`config.mk`:
```
export PLATFORM = sky130hd
export DESIGN_NAME = month_len_dec
export DESIGN_NICKNAME = d
export VERILOG_FILES = /design/src/rtl/month_len_dec.sv
export SDC_FILE = /design/constraint.sdc
export NUM_CORES = 1
export LEC_CHECK = 0
export BUFFER_PORTS_ARGS = -buffer_cell sky130_fd_sc_hd__clkbuf_2
export CAP_MARGIN = 20
export CORE_AREA = 2 2 39 41
export DETAILED_ROUTE_END_ITERATION = 8
export DIE_AREA = 0 0 41 43
export SETUP_SLACK_MARGIN = 0.1
export SYNTH_ARGS = -nofsm -noshare
export SYNTH_HDL_FRONTEND = slang
export SYNTH_SLANG_ARGS = --single-unit
```
`constraint.sdc`:
```
create_clock -name vclk -period 1.5
set_clock_uncertainty 0.1 [all_clocks]
set_input_delay 0.3 -clock vclk [all_inputs]
set_output_delay 0.3 -clock vclk [all_outputs]
set_load 0.005 [all_outputs]
```
`src/rtl/month_len_dec.sv`:
```
module month_len_dec #(
  parameter int MON_W  = 4,
  parameter int DAYS_W = 5
) (
  input  logic [MON_W-1:0]  mon_i,
  input  logic              leap_i,
  output logic              len28_o,
  output logic              len29_o,
  output logic              len30_o,
  output logic              len31_o,
  output logic [DAYS_W-1:0] days_o,
  output logic              bad_mon_o
);

  localparam logic [MON_W-1:0] FIRST_MON = MON_W'(1);
  localparam logic [MON_W-1:0] LAST_MON  = MON_W'(12);

  logic [3:0] len_q;

  always_comb begin
    len_q = 4'b0000;
    unique case (mon_i)
      MON_W'(2):                               len_q = leap_i ? 4'b0010 : 4'b0001;
      MON_W'(4), MON_W'(6), MON_W'(9), MON_W'(11): len_q = 4'b0100;
      MON_W'(1), MON_W'(3), MON_W'(5), MON_W'(7),
      MON_W'(8), MON_W'(10), MON_W'(12):       len_q = 4'b1000;
      default:                                 len_q = 4'b0000;
    endcase
  end

  assign len28_o = len_q[0];
  assign len29_o = len_q[1];
  assign len30_o = len_q[2];
  assign len31_o = len_q[3];

  assign days_o = (|len_q) ? (DAYS_W'(28) | {{(DAYS_W-2){1'b0}}, len_q[3] | len_q[2], len_q[3] | len_q[1]})
                           : '0;

  assign bad_mon_o = (mon_i < FIRST_MON) || (mon_i > LAST_MON);

endmodule

```
After elaboration in Yosys (flattened, before gate mapping)
Index checks and enable logic that the tools add are counted.

operators by class
  $add $sub $neg = 0
  multiply operators = 0
  div/mod/pow operators = 0
  $lt $le $gt $ge = 2
  eq/ne operators = 12
  shift operators = 0
  mux-type cells = 3
  bitwise operators = 2
  reduce and logical (&&, ||, !) cells = 4

operators by type and width
  operator                                                                count
  4-bit equality test (second input constant)                             5
  4-bit by 3-bit equality test with 1-bit output (second input constant)  4
  4-bit one-hot mux with 3 select lines                                   1
  4-bit by 2-bit equality test with 1-bit output (second input constant)  2
  4-bit OR reduction                                                      2
  7-bit OR reduction                                                      1
  5-bit two-way mux                                                       1
  4-bit by 1-bit equality test with 1-bit output (second input constant)  1
  4-bit > comparator (second input constant)                              1
  4-bit by 1-bit < comparator with 1-bit output (second input constant)   1
  2-bit two-way mux                                                       1
  1-bit bitwise OR                                                        2
  1-bit logical OR                                                        1

storage, ports and cells
  register bits = 0
  bits in latches = 0
  RAM bits = 0
  ROM bits = 0
  input bits = 5
  output and inout bits = 10
  word-level logic and storage cells = 23
  memories kept = 0

Logic depth before layout (Yosys ltp)
  word-level depth = 5
  gate-level depth with buffers = 4
  gate-level depth less buffers = 2

Worst setup path before layout
Ideal clock, no wire load.

  path type = input-to-output
  start = in mon_i[0]
  end = out days_o[3]
  arrival time = 975 ps
  required time = 1100 ps
  slack = 125 ps
  cell stages on the path = 4
  path buffers = 2
  path through = buf_6 -> o211a_1 -> nor2_1 -> buf_4

on the way
  word-level cells in the longest chain between the ends = 5
  elaborated cells between the ends (all ways) = 17
  classes of those cells = eq/ne (12); mux (2); reduce/logical (3)

RTL lines
  what                                                                          RTL line  source
  start: declaration                                                            5         input logic [MON_W-1:0] mon_i,
  4-bit by 1-bit equality test with 1-bit output, or another cell as far along  22        unique case (mon_i)
  7-bit OR reduction or 4-bit OR reduction (tied branches)                      22
  4-bit one-hot mux with 3 select lines (*)                                     22
  4-bit OR reduction (*)                                                        36        assign days_o = (|len_q) ? (DAYS_W'(28) | {{(DAYS_W-2){1'b0}}, len_q[3] | len_q[2], len_q[3] | len_q[1]})
  5-bit two-way mux (*)                                                         36
  end: declaration                                                              11        output logic [DAYS_W-1:0] days_o,

Every way passes the cells marked *; elsewhere a longest branch is shown, timed or not.

Worst setup path after layout
  start = in mon_i[0]
  end = out days_o[0]

on the way
  word-level cells in the longest chain between the ends = 5
  elaborated cells between the ends (all ways) = 18
  classes of those cells = eq/ne (12); mux (2); bitwise (1); reduce/logical (3)

RTL lines
  what                                                                          RTL line
  4-bit by 1-bit equality test with 1-bit output, or another cell as far along  22
  7-bit OR reduction or 4-bit OR reduction (tied branches)                      22
  4-bit one-hot mux with 3 select lines (*)                                     22
  4-bit OR reduction or 1-bit bitwise OR (tied branches)                        36
  5-bit two-way mux (*)                                                         36

Marks and branches as above.

==> reports/metrics.yaml <==
syn-num-nets: 28
synth_cells: 23
synth.most_common_cell: "nor2_1"
die_w_um: 41
crit_chain: "buf_12 > a211o_1 > a22o_1 > buf_2"
cts_hold_buf: 0
setup_viol: 0
avgRoutedWirePerCell_um: 8.27
netlist_area_um2: 160
n_fill_cell: 165
path_class: "input pin to output port"
max_freq_mhz: 726
ant_nets: 0
relSlewSlack_pct: 84.8
crit_required_ps: 1100
leakage_nw: 0.149
final_cells: 52
max_cap_viol_count: 0
final_layout_size_suffix_gt1_share_pct: 58.3
io_buffers: 15
grt_usage_pct: 4.10
overflow: 0
cp-start-kind: "input pin"
dieArea_um2: 1760
num_antenna_cells: 0
worstSetupPathDepth: 4
synth_top_area_share_pct: 14.1
crit_family: "compound AO/OA/AOI/OAI gates"
arrival_ps: 980
syn_to_final_growth_pct: 89.8
hold_end: "len29_o"
dp_hpwl_um: 337
rsz0062_at_grt: "yes"
worst_slew_pin_slew_ps: 226
highest_layer: "met3"
yosys_warnings: 0
ir_drop_v: 0.0000403
synth.area.top_cells: "buf_6, buf_4, nand2b_1, nor2_1, mux2i_1"
seqCellArea_um2: 0
fin_crit_sh_pct: 91.9
path_buf_inv: 2
yosysSeqAreaShare_pct: 0
setup_tns_ps: 0
multi_input_area_um2: 159
wl_met2_um: 231
critPathMaxFanout: 6
synth_cell_types: 18
finalPower_mw: 0.0801
ioPinCount: 15
clkbuf_count: 0
grt_max_degree: 11
grt_pass1_vias: 131
antenna_found_initial: 0
timing.hold.ws_ps: 814
finish.utilization_pct: 22.0
crit_path_max_incr_delay_ps: 250
fp.dieH_um: 43
synth_common_cells: "nor2_1, buf_4, buf_6, nand2b_1"
wirelength_um: 430
fp-row-count: 14
grt_first_pass_wirelength_um: 538
core_area_um2: 1380
layout.nets: 43
routed-wl-met3_um: 29
outcome: "finished clean"
final_hold_viol_count: 0
placed_cells: 50
final-max-slew-violation-count: 0
drc: 0
min_path_cells: 3
wl_met1_um: 168
yosysTopAreaCell: "buf_6"
fin_crit_ps: 1380
power-per-cell-area_nw_per_um2: 264
gp_congestion: 0.575
seq_cells: 0
hold_class: "input pin to output port"
worstSetupEndpointType: "output port"
min-delay-start: "leap_i"
cpMaxStageDelayCell: "a211o_1"
drt_iter0_markers: 1
via_count: 208
via_per_inst: 4.00
start_util_pct: 11.6
syn_avg_cell_area_um2: 6.96
drtPass1Iterations: 2
[power breakdown]
group | switching, mW | internal, mW
logic | 0.0354 | 0.0448
registers | 0 | 0
clock network | 0 | 0
[cells in the final DEF (no fill, tap or decap), types with 2 or more instances in the layout]
cell type / count
buf_6: 2
clkbuf_2: 11
nand2b_1: 2
nor2_1: 2
[routing by layer]
metal / track usage [%] / up-vias
li1: - / 108
met3: 0 / 0
met4: 0 / 0
met1: 5.06 / 95
met2: 7.81 / 5
met5: 0 / -
[per-stage QoR]
stage	setup WS (ps)	instance area (µm²)
after floorplan	125	160
after global placement	49.2	218
after detailed placement	37.1	218
after CTS	62.9	240
after global routing	90.5	304
final	122	304
[worst min-delay path, cell delays in order]
cell      delay, ps
buf_6            70
and3_1          140
clkbuf_2        100
[area by class of cell]
cell class	instances	area share (%)
Multi-Input combinational cell	19	52.3
Timing Repair Buffer	17	41.2
Tap cell	16	6.58
[worst max path at each step]
stage,from,to,slack [ps]
2_1_floorplan,mon_i[0],days_o[3],130
3_3_place_gp,mon_i[0],bad_mon_o,50
3_5_place_dp,mon_i[0],bad_mon_o,40
4_1_cts,mon_i[0],bad_mon_o,60
5_1_grt,mon_i[0],days_o[0],90
6_report,mon_i[0],days_o[0],120
[logic make-up (layout without fill, tap and decap cells)]
family | after synthesis | count (layout) | synth area share, %
AOI/OAI and AO/OA | 5 | 5 | 24.2
and+or+nand+nor | 13 | 13 | 46.1
buffers and inverters | 4 | 17 | 23.4
muxes | 1 | 1 | 6.25
[timing repair]
item,4_1_cts,5_1_grt
resized for setup,5,16
setup buffers,0,2
pin swaps,1,6
gates cloned,0,0
endpoints found under the setup margin,7,7
No activity file was read; power rests on OpenSTA's default activity.
